[src/rtl/flash_probe_pkg.sv]
package flash_probe_pkg;
  typedef enum logic [3:0] {
    S_IDLE, S_CHK, S_WF0, S_WFF, S_WAA, S_W55, S_W90,
    S_RMFR, S_RDEV, S_SCAN, S_EF0, S_EFF, S_DONE
  } probe_st_e;

  localparam logic [1:0] WID_X8  = 2'd0;
  localparam logic [1:0] WID_X16 = 2'd1;
  localparam logic [1:0] WID_X32 = 2'd2;

  localparam logic [7:0] CMD_READ_A  = 8'hF0;
  localparam logic [7:0] CMD_READ_B  = 8'hFF;
  localparam logic [7:0] CMD_UNLK_A  = 8'hAA;
  localparam logic [7:0] CMD_UNLK_B  = 8'h55;
  localparam logic [7:0] CMD_IDMODE  = 8'h90;
endpackage

[src/rtl/probe_unlock_sel.sv]
module probe_unlock_sel #(
  parameter int ADDR_W = 24
) (
  input  logic [1:0]        wcode,
  input  logic              bus_eq_il,
  output logic [ADDR_W-1:0] off_a,
  output logic [ADDR_W-1:0] off_b,
  output logic              ok
);
  import flash_probe_pkg::*;

  always_comb begin
    ok    = 1'b1;
    off_a = '0;
    off_b = '0;
    case (wcode)
      WID_X8: begin
        off_a = ADDR_W'(16'h0555);
        off_b = ADDR_W'(16'h02AA);
      end
      WID_X16: begin
        off_a = ADDR_W'(16'h0AAA);
        off_b = bus_eq_il ? ADDR_W'(16'h0555) : ADDR_W'(16'h0554);
      end
      WID_X32: begin
        off_a = ADDR_W'(16'h1555);
        off_b = ADDR_W'(16'h0AAA);
      end
      default: ok = 1'b0;
    endcase
  end
endmodule

[src/rtl/probe_id_table.sv]
module probe_id_table #(
  parameter int N      = 4,
  parameter int IDX_W  = 2,
  parameter int DATA_W = 32,
  parameter int SIZE_W = 8,
  parameter int NREG_W = 4,
  parameter logic [N*16-1:0]     MFRS  = '0,
  parameter logic [N*16-1:0]     DEVS  = '0,
  parameter logic [N*SIZE_W-1:0] SIZES = '0,
  parameter logic [N*NREG_W-1:0] NREGS = '0
) (
  input  logic [IDX_W-1:0]  idx,
  input  logic [DATA_W-1:0] mfr_in,
  input  logic [DATA_W-1:0] dev_in,
  output logic              hit,
  output logic [SIZE_W-1:0] size_o,
  output logic [NREG_W-1:0] nreg_o
);
  logic [15:0]       mfr_a  [N];
  logic [15:0]       dev_a  [N];
  logic [SIZE_W-1:0] size_a [N];
  logic [NREG_W-1:0] nreg_a [N];

  for (genvar g = 0; g < N; g++) begin : g_ent
    assign mfr_a[g]  = MFRS[g*16 +: 16];
    assign dev_a[g]  = DEVS[g*16 +: 16];
    assign size_a[g] = SIZES[g*SIZE_W +: SIZE_W];
    assign nreg_a[g] = NREGS[g*NREG_W +: NREG_W];
  end

  assign hit    = (mfr_in == DATA_W'(mfr_a[idx])) && (dev_in == DATA_W'(dev_a[idx]));
  assign size_o = size_a[idx];
  assign nreg_o = nreg_a[idx];
endmodule

[src/rtl/flash_id_probe.sv]
module flash_id_probe #(
  parameter int ADDR_W = 24,
  parameter int DATA_W = 32,
  parameter int TBL_N  = 4,
  parameter int SIZE_W = 8,
  parameter int NREG_W = 4,
  parameter logic [TBL_N*16-1:0]     TBL_MFR  = {16'h0004, 16'h00BF, 16'h0089, 16'h0001},
  parameter logic [TBL_N*16-1:0]     TBL_DEV  = {16'h22D7, 16'h00D7, 16'h8891, 16'h2249},
  parameter logic [TBL_N*SIZE_W-1:0] TBL_SIZE = {8'd23, 8'd19, 8'd21, 8'd21},
  parameter logic [TBL_N*NREG_W-1:0] TBL_NREG = {4'd1, 4'd1, 4'd2, 4'd4},
  localparam int IDX_W = (TBL_N > 1) ? $clog2(TBL_N) : 1
) (
  input  logic              clk,
  input  logic              rst_n,
  input  logic              start,
  input  logic [1:0]        dev_width,
  input  logic              bus_eq_il,
  input  logic [2:0]        interleave,
  input  logic [ADDR_W-1:0] base_addr,
  input  logic [ADDR_W-1:0] map_size,
  output logic              mem_req,
  output logic              mem_we,
  output logic [ADDR_W-1:0] mem_addr,
  output logic [DATA_W-1:0] mem_wdata,
  input  logic              mem_ack,
  input  logic [DATA_W-1:0] mem_rdata,
  output logic              done,
  output logic              found,
  output logic [IDX_W-1:0]  match_idx,
  output logic [SIZE_W-1:0] size_code,
  output logic [NREG_W-1:0] region_cnt,
  output logic [ADDR_W-1:0] unlock_a,
  output logic [ADDR_W-1:0] unlock_b
);
  import flash_probe_pkg::*;

  localparam logic [IDX_W-1:0] LAST_IDX = IDX_W'(TBL_N - 1);

  // reset: asserted asynchronously, released on the clock
  logic rs0, rst_ns;
  always_ff @(posedge clk or negedge rst_n) begin
    if (!rst_n) begin
      rs0    <= 1'b0;
      rst_ns <= 1'b0;
    end else begin
      rs0    <= 1'b1;
      rst_ns <= rs0;
    end
  end

  probe_st_e          st_q, st_n;
  logic [ADDR_W-1:0]  u1_q, u1_n, u2_q, u2_n, base_q, base_n, msz_q, msz_n;
  logic [1:0]         pass_q, pass_n, wsel_q, wsel_n;
  logic [2:0]         il_q, il_n;
  logic [IDX_W-1:0]   idx_q, idx_n;
  logic [DATA_W-1:0]  mfr_q, mfr_n, dev_q, dev_n;
  logic               found_q, found_n;
  logic [SIZE_W-1:0]  size_q, size_n;
  logic [NREG_W-1:0]  nreg_q, nreg_n;

  logic [ADDR_W-1:0]  sel_a, sel_b;
  logic               sel_ok;

  probe_unlock_sel #(.ADDR_W(ADDR_W)) u_sel (
    .wcode(dev_width), .bus_eq_il(bus_eq_il),
    .off_a(sel_a), .off_b(sel_b), .ok(sel_ok)
  );

  logic               t_hit;
  logic [SIZE_W-1:0]  t_size;
  logic [NREG_W-1:0]  t_nreg;

  probe_id_table #(
    .N(TBL_N), .IDX_W(IDX_W), .DATA_W(DATA_W), .SIZE_W(SIZE_W), .NREG_W(NREG_W),
    .MFRS(TBL_MFR), .DEVS(TBL_DEV), .SIZES(TBL_SIZE), .NREGS(TBL_NREG)
  ) u_tbl (
    .idx(idx_q), .mfr_in(mfr_q), .dev_in(dev_q),
    .hit(t_hit), .size_o(t_size), .nreg_o(t_nreg)
  );

  // window check with one extra bit so sums cannot wrap
  logic [ADDR_W:0] ext_a, ext_b;
  logic            range_ok;
  assign ext_a    = {1'b0, base_q} + {1'b0, u1_q};
  assign ext_b    = {1'b0, base_q} + {1'b0, u2_q};
  assign range_ok = ({1'b0, base_q} < {1'b0, msz_q}) &&
                    (ext_a < {1'b0, msz_q}) && (ext_b < {1'b0, msz_q});

  logic [ADDR_W-1:0] dev_off;
  logic [DATA_W-1:0] id_mask, rd_m;
  assign dev_off = ADDR_W'(il_q) << wsel_q;
  always_comb begin
    case (wsel_q)
      WID_X8:  id_mask = DATA_W'(8'hFF);
      WID_X16: id_mask = DATA_W'(16'hFFFF);
      default: id_mask = '1;
    endcase
  end
  assign rd_m = mem_rdata & id_mask;

  // bus drive decoded from state
  logic [7:0] cmd;
  always_comb begin
    mem_req  = 1'b1;
    mem_we   = 1'b1;
    mem_addr = base_q;
    cmd      = 8'h00;
    case (st_q)
      S_WF0, S_EF0: cmd = CMD_READ_A;
      S_WFF, S_EFF: cmd = CMD_READ_B;
      S_WAA: begin cmd = CMD_UNLK_A; mem_addr = base_q + u1_q; end
      S_W55: begin cmd = CMD_UNLK_B; mem_addr = base_q + u2_q; end
      S_W90: begin cmd = CMD_IDMODE; mem_addr = base_q + u1_q; end
      S_RMFR: mem_we = 1'b0;
      S_RDEV: begin mem_we = 1'b0; mem_addr = base_q + dev_off; end
      default: begin mem_req = 1'b0; mem_we = 1'b0; end
    endcase
  end
  assign mem_wdata = DATA_W'(cmd);

  always_comb begin
    st_n = st_q;   u1_n = u1_q;     u2_n = u2_q;     pass_n = pass_q;
    idx_n = idx_q; mfr_n = mfr_q;   dev_n = dev_q;   found_n = found_q;
    size_n = size_q; nreg_n = nreg_q; wsel_n = wsel_q; il_n = il_q;
    base_n = base_q; msz_n = msz_q;
    case (st_q)
      S_IDLE: if (start) begin
        wsel_n = dev_width;  il_n = interleave;
        base_n = base_addr;  msz_n = map_size;
        u1_n = sel_a;  u2_n = sel_b;
        pass_n = 2'd0; idx_n = '0; found_n = 1'b0;
        st_n = sel_ok ? S_CHK : S_DONE;
      end
      S_CHK:  st_n = range_ok ? S_WF0 : S_DONE;
      S_WF0:  if (mem_ack) st_n = S_WFF;
      S_WFF:  if (mem_ack) st_n = (u1_q != '0) ? S_WAA : S_W90;
      S_WAA:  if (mem_ack) st_n = S_W55;
      S_W55:  if (mem_ack) st_n = S_W90;
      S_W90:  if (mem_ack) st_n = S_RMFR;
      S_RMFR: if (mem_ack) begin mfr_n = rd_m; st_n = S_RDEV; end
      S_RDEV: if (mem_ack) begin dev_n = rd_m; idx_n = '0; st_n = S_SCAN; end
      S_SCAN: begin
        if (t_hit) begin
          found_n = 1'b1; size_n = t_size; nreg_n = t_nreg;
          st_n = S_EF0;
        end else if (idx_q == LAST_IDX) begin
          case (pass_q)
            2'd0: begin
              u1_n = u1_q | (u1_q << 4); u2_n = u2_q | (u2_q << 4);
              pass_n = 2'd1; st_n = S_CHK;
            end
            2'd1: begin
              u1_n = '0; u2_n = '0; pass_n = 2'd2; st_n = S_CHK;
            end
            default: begin
              u1_n = '0; u2_n = '0; st_n = S_DONE;
            end
          endcase
        end else begin
          idx_n = idx_q + 1'b1;
        end
      end
      S_EF0:  if (mem_ack) st_n = S_EFF;
      S_EFF:  if (mem_ack) st_n = S_DONE;
      S_DONE: st_n = S_IDLE;
      default: st_n = S_IDLE;
    endcase
  end

  always_ff @(posedge clk or negedge rst_ns) begin
    if (!rst_ns) begin
      st_q <= S_IDLE; u1_q <= '0; u2_q <= '0; pass_q <= '0; idx_q <= '0;
      mfr_q <= '0; dev_q <= '0; found_q <= 1'b0; size_q <= '0; nreg_q <= '0;
      wsel_q <= '0; il_q <= '0; base_q <= '0; msz_q <= '0;
    end else begin
      st_q <= st_n; u1_q <= u1_n; u2_q <= u2_n; pass_q <= pass_n; idx_q <= idx_n;
      mfr_q <= mfr_n; dev_q <= dev_n; found_q <= found_n; size_q <= size_n;
      nreg_q <= nreg_n; wsel_q <= wsel_n; il_q <= il_n; base_q <= base_n;
      msz_q <= msz_n;
    end
  end

  assign done       = (st_q == S_DONE);
  assign found      = found_q;
  assign match_idx  = idx_q;
  assign size_code  = size_q;
  assign region_cnt = nreg_q;
  assign unlock_a   = u1_q;
  assign unlock_b   = u2_q;

  assert_req_hold_R11: assert property (@(posedge clk) disable iff (!rst_ns)
    (mem_req && !mem_ack) |=> (mem_req && $stable(mem_addr) && $stable(mem_we) && $stable(mem_wdata)));
  assert_done_pulse_R13: assert property (@(posedge clk) disable iff (!rst_ns)
    done |=> !done);
  assert_done_quiet_R13: assert property (@(posedge clk) disable iff (!rst_ns)
    done |-> !mem_req);
  assert_skip_unlock_R4: assert property (@(posedge clk) disable iff (!rst_ns)
    (mem_req && mem_we && mem_wdata == DATA_W'(CMD_UNLK_A)) |-> (unlock_a != '0));
  assert_bad_width_R12: assert property (@(posedge clk) disable iff (!rst_ns)
    (st_q == S_IDLE && start && dev_width == 2'd3) |=> (done && !found && !mem_req));
  assert_idx_range_R6: assert property (@(posedge clk) disable iff (!rst_ns)
    (done && found) |-> (int'(match_idx) < TBL_N));
endmodule

[config.mk]
export PLATFORM = sky130hd
export DESIGN_NAME = flash_id_probe
export DESIGN_NICKNAME = d
export VERILOG_FILES = /design/src/rtl/flash_probe_pkg.sv /design/src/rtl/probe_unlock_sel.sv /design/src/rtl/probe_id_table.sv /design/src/rtl/flash_id_probe.sv
export SDC_FILE = /design/constraint.sdc
export NUM_CORES = 1
export LEC_CHECK = 0
export ABC_AREA = 1
export BUFFER_PORTS_ARGS = -buffer_cell sky130_fd_sc_hd__buf_2
export CORE_UTILIZATION = 53
export DETAILED_ROUTE_END_ITERATION = 10
export GPL_TIMING_DRIVEN = 0
export PLACE_DENSITY_LB_ADDON = 0.3
export SLEW_MARGIN = 30
export SYNTH_ARGS = -nofsm -noshare
export SYNTH_HDL_FRONTEND = slang
export SYNTH_SLANG_ARGS = --single-unit
[constraint.sdc]
create_clock -name clk -period 5.1 [get_ports clk]
set_input_delay 1.02 -clock clk [delete_from_list [all_inputs] [get_ports clk]]
set_output_delay 1.02 -clock clk [all_outputs]
set_load 0.01 [all_outputs]
# Yosys cells after proc, flatten, opt, wreduce, memory -nomap -nowiden
# Index checks and enable logic that the tools add are counted.
# Widths: inputs -> output; s select.
dict set report word_totals {
  reg_bits 188
  in_bits 90
  output_inout_bits 122
}
dict set report op_classes {
  n_addsub 6
  n_lt_le_gt_ge 4
  eq_ne 35
  shift 1
  mux 60
  bitwise_logic 4
  n_reduce_logical 26
}
# cell n
set op_table {}
lappend op_table {{$mux 24} 8}
lappend op_table {{$pmux 24 s3} 2}
lappend op_table {{$pmux 24 s2} 2}
lappend op_table {{$add 24x24->24} 3}
lappend op_table {{$mux 4} 17}
lappend op_table {{$bmux 16 s2} 2}
lappend op_table {{$eq 32x16->1} 2}
lappend op_table {{$mux 16} 4}
lappend op_table {{$pmux 32 s2} 1}
lappend op_table {{$add 24x24->25} 2}
lappend op_table {{$lt 25x24->1} 2}
lappend op_table {{$or 24x24->24} 2}
lappend op_table {{$pmux 4 s12} 1}
lappend op_table {{$pmux 8 s5} 1}
lappend op_table {{$pmux 13 s3} 1}
lappend op_table {{$and 32x32->32} 1}
lappend op_table {{$ne 2x2->1 const B} 14}
lappend op_table {{$lt 24x24->1} 1}
lappend op_table {{$reduce_bool 24->1} 1}
lappend op_table {{$shl 3x2->24} 1}
lappend op_table {{$eq 4x4->1 const B} 5}
lappend op_table {{$bmux 8 s2} 1}
lappend op_table {{$eq 4x3->1 const B} 4}
lappend op_table {{$mux 8} 2}
lappend op_table {{29 further kinds} 56}

# Logic depth before layout (Yosys ltp)
# Gate-level depths: netlist of the first run.
dict set report depth {
  depth_word 8
  mapped_depth 25
  ltp_nobuf 25
}

# Cells and area by module
# From an unflattened synthesis of the first run, not the netlist that was laid out.
dict set report hier_totals {
  cells_unflattened 2066
  area_unflattened_um2 14697.8
}
# module n_inst cells_per_inst area_each_um2 seq_area_each_um2
set modules_own_cells {}
lappend modules_own_cells {flash_id_probe 1 1865 13664.4 4704.5}
lappend modules_own_cells {probe_id_table 1 148 664.4 0.0}
lappend modules_own_cells {probe_unlock_sel 1 53 369.1 0.0}

# Worst setup path before layout of the first run
# No wires, ideal clock.
dict set report synth_path {
  path_type {reg2out}
  from {register st_q[0]}
  to {output mem_addr[16]}
  arrival_time_ns 3.140
  required_ns 4.080
  path_slack_ns 0.940
  stages_incl_launch_ff 21
  n_path_buf 0
  cell_sequence {dfrtp_1 > nor2_2 > clkinv_2 > nor2_4 > nor2_4 > inv_2 > nand2_1 > o22ai_1 > inv_1 > ha_1 > fa_1 > nand3_1 > nand2_1 > a21oi_2 > nor2_1 > nor2_1 > o21ai_1 > a21o_1 > or2_0 > nand3_1 > nand2_1}
}
dict set report synth_via {
  elab_chain_cells 3
  word_cells_on_any_way 6
}
# item line
set synth_rtl {}
lappend synth_rtl {{start, declared} flash_id_probe.sv:51} ;# probe_st_e st_q, st_n;
lappend synth_rtl {{start signal, assigned} flash_id_probe.sv:176} ;# st_q <= st_n; u1_q <= u1_n; u2_q <= u2_n; pass_q <= pass_n; idx_q <= idx_n;
lappend synth_rtl {{$eq 4x3->1} flash_id_probe.sv:108} ;# case (st_q)
lappend synth_rtl {{$reduce_or 2->1 (no source line)} -}
lappend synth_rtl {{$pmux 24 s3 *} flash_id_probe.sv:108}
lappend synth_rtl {{end, declared} flash_id_probe.sv:23} ;# output logic [ADDR_W-1:0] mem_addr,
# Mark *: on every way between the ends. The rest lies on a longest branch, timed or not.

# Worst setup path in the final report of the first run
dict set report layout_path {
  from {register st_q[3]}
  to {output mem_addr[18]}
}
# The elaborated chain is that of the path after synthesis.

==> results.py, run 1 <==
metrics = {
    "global_routing": {
        "grt.overflow.total": 0,
        "grt_pass1_vias": 12877,
        "grt_usage": 0.321,
        "grt_pass1_wl_um": 65300,
        "grt_max_degree": 44,
        "grt_antenna_before_repair": 0,
    },
    "logic_synthesis": {
        "syn_area_mm2": 0.0136,
        "synth_common_cells": "nand2_1 (557), inv_1 (188), dfrtp_1 (176)",
        "netlist.area_leader.share": 0.324,
        "synth.distinct_cells": 50,
        "synth_cells": 1851,
        "synth_area_leaders": "dfrtp_1 (32%), nand2_1 (15%), ha_1 (13%)",
        "synth.most_common_cell": "nand2_1",
        "seq_area_frac_synth": 0.324,
        "synth_area_per_cell_um2": 7.34,
        "synth_seq_cells": 176,
        "synth-edff-count": 0,
        "synthFlopType": "dfrtp_1",
        "yosysTopAreaCell": "dfrtp_1",
        "ys.warnings.count": 0,
        "async_reset_ff_frac": 1.00,
    },
    "drt": {
        "avgRoutedWirePerCell_um": 17.0,
        "via_per_inst": 5.46,
        "ant_nets": 0,
        "num_vias": 13301,
        "drt_iter0_markers": 895,
        "drc": 0,
        "drtPass1Iterations": 5,
        "totalWireLength_um": 41400,
    },
    "hold_path": {
        "hold_class": "reg -> async",
    },
    "power": {
        "vdd_drop_max_v": 0.000318,
        "pwr_density_cell_mw_per_mm2": 773,
        "total_leakage_power_nw": 8.57,
    },
    "clock_network": {
        "clk_path_buf_depth": 2,
        "numCtsBuffers": 17,
        "clock_latency_ns": 0.45,
        "clk_pin_slew_ns": 0.08,
        "cts_hold_buf": 0,
        "htreeDepth": 4,
        "cts_sinks": 176,
        "cts_tree": "built",
        "cts_root_buf": "clkbuf_16",
    },
    "critical_path": {
        "reg2reg_to": "st_q[3]",
        "r2r_slack_ns": 0.64,
        "worstPathRequired_ns": 4.08,
        "path_class": "reg -> out",
        "worstSetupEndpointType": "output pin",
        "arrival_ns": 3.85,
        "crit_fanout": 8,
        "cp-start-kind": "flip-flop",
        "r2r_cells": 22,
        "timing.rr.start": "unlock_b[1]",
    },
    "timing": {
        "setup_slack_ns": 0.225,
        "fin_crit_sh": 0.956,
        "relSlewSlack": 0.430,
        "finalHoldViolCount": 0,
        "min_period_ns": 4.87,
        "fmax_mhz": 205,
        "whs_ns": 0.250,
        "finalMaxSlewViolations": 0,
        "rsz0062_at_grt": "false",
        "setup_viol": 0,
        "finalSetupTns_ns": 0,
        "final.setup_skew_ns": 0.0155,
        "worst_slew_pin_slew_ns": 0.856,
    },
    "place": {
        "place_inst": 2395,
        "port-buffer-count": 182,
        "dpl.hpwl_um": 33300,
        "place_ws_ns": 0.258,
        "gp_congestion": 0.955,
    },
    "floorplan": {
        "row_count": 58,
        "die_y_um": 162,
        "ioPinCount": 212,
        "die_w_um": 162,
        "core-area_mm2": 0.0252,
        "die_area_mm2": 0.0263,
        "initial_core_util": 0.540,
    },
    "cells_and_area": {
        "seq_area_mm2": 0.00441,
        "fillers": 2325,
        "areaGrowthSynthToFinish_pct": 16.5,
        "multi_input_area_mm2": 0.00803,
        "final_cells": 2438,
        "drive_gt1_frac": 0.162,
        "nNetsFinal": 2333,
    },
    "run": {
        "maxCapViolCount": 0,
    },
    "status": {
        "status": "completed",
    },
}
[per-stage QoR]
stage          power [mW]  instance area, um2  utilization
2_1_floorplan        8.22               13700            -
3_3_place_gp         10.4               15000        0.596
3_5_place_dp         10.6               15100        0.600
4_1_cts              12.1               15700        0.624
5_1_grt              13.4               15800        0.628
6_report             12.2               15800        0.628
[cell families (layout without fill, tap and decap cells)]
logic type | count (synthesis) | in the layout | share of synthesized area
other | 2 | 31 | 0.000553
AO/OA/AOI/OAI | 385 | 385 | 0.157
XOR/XNOR | 61 | 61 | 0.0393
adder cells (fa/ha/maj) | 149 | 149 | 0.139
buffers and inverters | 278 | 506 | 0.0946
flip-flops | 176 | 176 | 0.324
AND/OR/NAND/NOR | 800 | 800 | 0.245
[sequential cells by signal, indices dropped and copies added, names as in the netlist, 3 cells and up]
signal,flops
unlock_b,23
mfr_q,32
st_q,4
size_code,3
base_q,24
unlock_a,20
il_q,3
msz_q,24
dev_q,32
[worst max-delay path by stage]
stage | from | endpoint | slack, ns
floorplan | st_q[0] | mem_addr[16] | 0.94
global placement | st_q[0] | mem_addr[18] | 0.25
detailed placement | st_q[0] | mem_addr[18] | 0.26
CTS | st_q[0] | mem_addr[17] | 0.03
global route | st_q[2] | mem_addr[16] | 0.03
finish | st_q[3] | mem_addr[18] | 0.23
[critical path, cell delays in order, from the launching register on]
cell and delay, ns:
dfrtp_2 0.41, inv_1 0.09, nor2_2 0.11, inv_2 0.10, nor2_4 0.20, nor2_4 0.07, inv_6 0.12, nand2_1 0.09
o22ai_1 0.14, inv_1 0.06, ha_1 0.22, fa_2 0.36, nand3_1 0.09, nand2_2 0.13, a21oi_2 0.20, nor2_1 0.07
nor2_2 0.16, o21ai_1 0.14, a21o_1 0.20, or2_0 0.19, nand3_1 0.06, nand2_1 0.06, buf_2 0.14
[cells in the final DEF (no fill, tap or decap), drive strengths merged, types with 3 or more instances in the layout]
cell    netlist  routed
nand2       561     561
buf          63     259
inv         198     209
dfrtp       176     176
o21ai       172     172
ha          146     146
nor2        127     127
a21oi       123     123
nand3        56      56
clkbuf       16      34
xor2         31      31
xnor2        30      30
conb          2      30
nand4        21      21
a31oi        19      19
o21a         15      15
o22ai        14      14
a21o         14      14
nor3         13      13
nor4         11      11
o21bai        8       8
a211oi        5       5
nand3b        4       4
or2           4       4
a21boi        4       4
a22oi         3       3
fa            3       3
clkinv        1       3
[power breakdown]
part	leakage, nW	internal, mW	switching (mW)	total [mW]
sequential	2.24	1.96	0.728	2.69
combinational	6.04	3.15	5.01	8.16
clock	0.291	0.703	0.672	1.38
[final cells by class]
cell class,instances,share of cell area
Antenna cell,1,0.000158
Buffer,79,0.0330
Clock buffer,18,0.0271
Clock inverter,14,0.0102
Tap cell,330,0.0261
Timing Repair Buffer,196,0.0686
Multi-Input combinational cell,1425,0.507
Sequential cell,176,0.279
Inverter,199,0.0488
[metal layers]
metal / routed length (um) / vias up / global-route usage
met3: 2680 / 87 / 0.0541
li1: - / 6540 / -
met5: 0 / - / 0
met2: 20100 / 444 / 0.563
met4: 1330 / 0 / 0.119
met1: 17200 / 6230 / 0.393
[timing repair]
action                                  4_1_cts  5_1_grt
endpoints found under the setup margin        5        7
resized for setup                             7       13
pin swaps                                     0        4
setup buffers                                 0       10
Note: power is estimated with default switching activity, not from simulation.
==> run 2: changes to the inputs <==
Settings changed: CORE_UTILIZATION 53 to 45, PLACE_DENSITY set to 0.71, PLACE_DENSITY_LB_ADDON 0.3 to unset.
==> run 2 against run 1 <==
  * Die area up 18%
  * Final cell count up 2.4%
  * Register-to-register slack worse by 0.06 ns
  * Count of clock-buffer cells in the layout unchanged
  * Critical path depth down 2
  * Final area up 0.48%
  * Total power down 0.43%
  * First-iteration DRC count up 4.4%
  * Sequential power about the same
  * Via count down 0.23%
  * Clock power about the same
  * Largest power group unchanged
==> results.py, run 2 (same netlist as run 1, synthesis figures left out) <==
metrics = {
    "status": {
        "status": "completed",
    },
    "drt": {
        "via_per_inst": 5.31,
        "drtPass1Iterations": 5,
        "num_vias": 13271,
        "avgRoutedWirePerCell_um": 16.6,
        "drt_iter0_markers": 934,
        "ant_nets": 0,
        "drc": 0,
        "totalWireLength_um": 41500,
    },
    "cells_and_area": {
        "nNetsFinal": 2331,
        "post-route-util": 0.537,
        "final_cell_mix": "nand2_1 (556), buf_2 (197), inv_1 (188)",
        "layout_commonest_cell": "nand2_1",
        "reg_top3": "dev_q (32), mfr_q (32)",
        "drive_gt1_frac": 0.162,
        "final_cells": 2497,
        "design_area_mm2": 0.0159,
        "areaGrowthSynthToFinish_pct": 17.0,
    },
    "critical_path": {
        "cp-start-kind": "flip-flop",
        "worstSetupEndpointType": "output pin",
        "arrival_ns": 3.92,
        "path_class": "reg -> out",
        "worstPathRequired_ns": 4.08,
        "crit_fanout": 8,
    },
    "floorplan": {
        "initial_core_util": 0.458,
        "die_y_um": 176,
        "ioPinCount": 212,
        "die_area_mm2": 0.0309,
        "die_w_um": 176,
        "row_count": 63,
        "core-area_mm2": 0.0296,
    },
    "power": {
        "total_leakage_power_nw": 8.56,
        "power_mw": 12.2,
        "pwr_density_cell_mw_per_mm2": 766,
        "vdd_drop_max_v": 0.000370,
    },
    "clock_network": {
        "cts_hold_buf": 0,
        "clock_latency_ns": 0.46,
        "numCtsBuffers": 17,
        "cts_root_buf": "clkbuf_16",
        "clk_path_buf_depth": 2,
        "htreeDepth": 4,
        "cts_sinks": 176,
        "clk_pin_slew_ns": 0.07,
        "cts_tree": "built",
    },
    "timing": {
        "fin_crit_sh": 0.968,
        "worst_slew_pin_slew_ns": 0.841,
        "rsz0062_at_grt": "false",
        "setup_viol": 0,
        "setup_slack_ns": 0.162,
        "finalMaxSlewViolations": 0,
        "relSlewSlack": 0.439,
        "fmax_mhz": 203,
        "whs_ns": 0.265,
        "finalHoldViolCount": 0,
        "final.setup_skew_ns": 0.0139,
        "finalSetupTns_ns": 0,
        "min_period_ns": 4.94,
    },
    "place": {
        "dpl.hpwl_um": 33400,
        "place_area_mm2": 0.0152,
        "place_ws_ns": 0.246,
        "gp_congestion": 0.970,
        "place_inst": 2455,
        "port-buffer-count": 182,
    },
    "global_routing": {
        "grt_antenna_before_repair": 2,
        "grt.overflow.total": 0,
        "grt_pass1_wl_um": 65100,
        "grt_pass1_vias": 12596,
        "grt_max_degree": 50,
        "grt_usage": 0.273,
    },
    "run": {
        "maxCapViolCount": 0,
    },
    "hold_path": {
        "hold_class": "reg -> async",
    },
}
## run 2: path summary, 6_finish.rpt
check	start	to	slack, ns	cells past startpoint
min in group clk	rs0	rst_ns	0.37	0
max in group asynchronous	rst_ns	unlock_b[20]	3.79	3
setup / recovery	st_q[3]	mem_addr[12]	0.16	20
hold reg to reg	rst_ns	dev_q[16]	0.27	0
hold / removal	rst_ns	dev_q[16]	0.27	0
setup reg to reg	unlock_b[1]	st_q[2]	0.58	22
## run 2: per-layer routing
| metal | GRT usage | share of wire |
|---|---|---|
| met1 | 0.344 | 0.43 |
| met2 | 0.458 | 0.47 |
| met3 | 0.0522 | 0.067 |
| met4 | 0.110 | 0.032 |
| met5 | 0 | 0.00031 |
## run 2: power breakdown
group,total (mW),internal [mW],switching [mW]
clock,1.38,0.741,0.640
sequential,2.71,1.96,0.752
combinational,8.08,3.13,4.95
total,12.2,5.83,6.34
## run 2: timing repair
| action | in CTS | in global routing |
|---|---|---|
| setup buffers | 0 | 9 |
| resized for setup | 8 | 10 |
| setup endpoints to repair | 6 | 7 |
| pin swaps | 0 | 3 |
## run 2: layout make-up
cell class	count	area [um2]
Fill cell	2911	13700
Multi-Input combinational cell	1425	8020
Sequential cell	176	4410
Timing Repair Buffer	195	1080
Inverter	199	772
Buffer	78	519
Tap cell	390	488
Clock buffer	18	429
Clock inverter	14	173
Antenna cell	2	5.00
## run 2: worst max-delay path: stages, from the launching register on
cell	delay, ns
dfrtp_2	0.42
inv_1	0.09
nor2_2	0.12
inv_2	0.07
nor2_4	0.18
nor2_4	0.07
inv_6	0.12
nand2_1	0.09
o22ai_1	0.14
inv_1	0.06
ha_1	0.21
fa_1	0.41
nand3_1	0.11
nand2_2	0.12
a21oi_2	0.20
nor2_1	0.07
nor2_2	0.15
o21ai_1	0.13
xnor2_1	0.16
o21ai_0	0.32
buf_2	0.21
==> run 3: changes to the inputs <==
Settings changed: CORE_MARGIN set to 4.
==> run 3 against run 2 <==
  * Total power decreased by 0.20%
  * Global-route usage decreased by 2.1 points
  * First-iteration DRC count decreased by 7.3%
  * Non-clock buffer count decreased by 4
  * Via count decreased by 0.15%
  * Sequential share of layout area increased by 0.10 points
  * Maximum frequency increased by 1.1%
  * Sequential power about the same
  * Flip-flop and latch count unchanged
  * Count of clock-buffer cells in the layout unchanged
==> results.py, run 3 (same netlist as run 1, synthesis figures left out) <==
metrics = {
    "cells_and_area": {
        "seq_area_mm2": 0.00441,
        "nNetsFinal": 2327,
        "layout_commonest_cell": "nand2_1",
        "drive_gt1_frac": 0.161,
        "final_cell_mix": "nand2_1 (555), buf_2 (197), inv_1 (188)",
        "multi_input_area_mm2": 0.00804,
        "design_area_mm2": 0.0158,
        "areaGrowthSynthToFinish_pct": 16.6,
        "diodes": 0,
        "reg_top3": "dev_q (32), mfr_q (32)",
        "fillers": 2903,
    },
    "critical_path": {
        "worstSetupEndpointType": "output pin",
        "crit_fanout": 9,
        "path_class": "reg -> out",
        "arrival_ns": 3.86,
        "cp-start-kind": "flip-flop",
        "r2r_cells": 22,
        "timing.rr.start": "unlock_b[1]",
        "worstPathRequired_ns": 4.08,
        "reg2reg_to": "st_q[2]",
        "r2r_slack_ns": 0.61,
    },
    "clock_network": {
        "numCtsBuffers": 17,
        "cts_tree": "built",
        "cts_root_buf": "clkbuf_16",
        "cts_hold_buf": 0,
        "clock_latency_ns": 0.46,
        "clk_pin_slew_ns": 0.08,
        "htreeDepth": 4,
        "cts_sinks": 176,
        "clk_path_buf_depth": 2,
    },
    "power": {
        "pwr_density_cell_mw_per_mm2": 767,
        "sw_frac_of_total": 0.527,
        "share_comb_of_total_power": 0.668,
        "pwr-share-seq": 0.222,
        "pwr-share-clk": 0.110,
        "power_switching_mw": 6.41,
        "vdd_drop_max_v": 0.000315,
        "intPower_mw": 5.74,
        "total_leakage_power_nw": 8.53,
    },
    "drt": {
        "drt_iter0_markers": 866,
        "via_per_inst": 5.32,
        "drc": 0,
        "ant_nets": 0,
        "totalWireLength_um": 42600,
        "avgRoutedWirePerCell_um": 17.1,
        "drtPass1Iterations": 5,
        "num_vias": 13251,
    },
    "timing": {
        "min_period_ns": 4.88,
        "rsz0062_at_grt": "false",
        "finalSetupTns_ns": 0,
        "fin_crit_sh": 0.958,
        "relSlewSlack": 0.450,
        "finalHoldViolCount": 0,
        "worst_slew_pin_slew_ns": 0.826,
        "final.setup_skew_ns": 0.0158,
        "setup_viol": 0,
        "fmax_mhz": 205,
        "finalMaxSlewViolations": 0,
    },
    "floorplan": {
        "die_area_mm2": 0.0330,
        "row_count": 63,
        "initial_core_util": 0.457,
        "core-area_mm2": 0.0297,
        "die_w_um": 182,
        "die_y_um": 182,
        "ioPinCount": 212,
    },
    "global_routing": {
        "grt.met2_usage": 0.434,
        "grt_usage": 0.253,
        "grt_max_degree": 49,
        "grt_use_met3": 0.0527,
        "grt_antenna_before_repair": 1,
        "grt.overflow.total": 0,
        "met1_usage": 0.315,
        "grt_pass1_vias": 13099,
        "gr-max-usage-layer": "met2",
        "grt_pass1_wl_um": 66500,
    },
    "status": {
        "status": "completed",
    },
    "place": {
        "gp_congestion": 0.952,
        "port-buffer-count": 182,
        "place_area_mm2": 0.0152,
        "dpl.hpwl_um": 34400,
    },
    "run": {
        "maxCapViolCount": 0,
    },
    "hold_path": {
        "hold_class": "reg -> async",
    },
}
-- run 3: metal layers --
layer	vias to the layer above	routed length, um
met5	-	13
met2	408	20300
met1	6240	17800
li1	6515	-
met4	2	1500
met3	86	3010
-- run 3: what timing repair did --
action,in CTS,in global routing
setup buffers,1,3
gates resized for setup,7,18
pin swaps,1,3
setup endpoints to repair,5,9
-- run 3: worst max-delay path: stages, from the launching register on --
cell and delay [ns]:
dfrtp_2 0.45, inv_2 0.08, nor2_2 0.11, inv_2 0.09
nor2_8 0.14, buf_4 0.21, inv_12 0.06, o21ai_1 0.17
a21oi_1 0.06, a21oi_1 0.14, ha_1 0.31, a21oi_1 0.19
nand2_2 0.14, a21oi_2 0.19, nor2_1 0.07, nor2_2 0.17
o21ai_1 0.14, a21o_1 0.19, or2_0 0.19, nand3_1 0.07
nand2_1 0.08, buf_2 0.15
-- run 3: final cells by class --
cell class              instances  area share
repair buffers                190      0.0649
inverters                     199      0.0487
clock buffers                  18      0.0277
plain buffers                  79      0.0330
multi-input cells            1425       0.507
clock inverters                14     0.00884
flip-flops and latches        176       0.279
well taps                     390      0.0308
-- run 3: stage by stage --
stage	power (mW)	util	instances	setup WS (ns)	hold slack (ns)
after floorplan	8.22	-	1879	0.940	0.331
after global routing	13.3	0.533	2491	0.000791	0.305
final	12.1	0.533	2491	0.216	0.268
after detailed placement	10.7	0.511	2455	0.240	0.276
after global placement	10.4	0.508	2451	0.266	0.344
after CTS	12.1	0.531	2488	0.0348	0.286
-- run 3: worst max path at each step --
stage,cells after the start,from,endpoint,slack (ns)
detailed placement,21,st_q[0],mem_addr[18],0.24
CTS,21,st_q[0],mem_addr[18],0.03
finish,21,st_q[2],mem_addr[18],0.22
global route,21,st_q[2],mem_addr[16],0.0008
floorplan,20,st_q[0],mem_addr[16],0.94
global placement,19,st_q[0],mem_addr[17],0.27
-- run 3: power groups by stage --
stage	clock (mW)	combinational [mW]	sequential, mW
5_1_grt	1.40	9.19	2.75
3_3_place_gp	0	7.72	2.70
3_5_place_dp	0	7.97	2.70
6_report	1.33	8.12	2.69
2_1_floorplan	0	5.75	2.46
4_1_cts	1.34	8.04	2.67
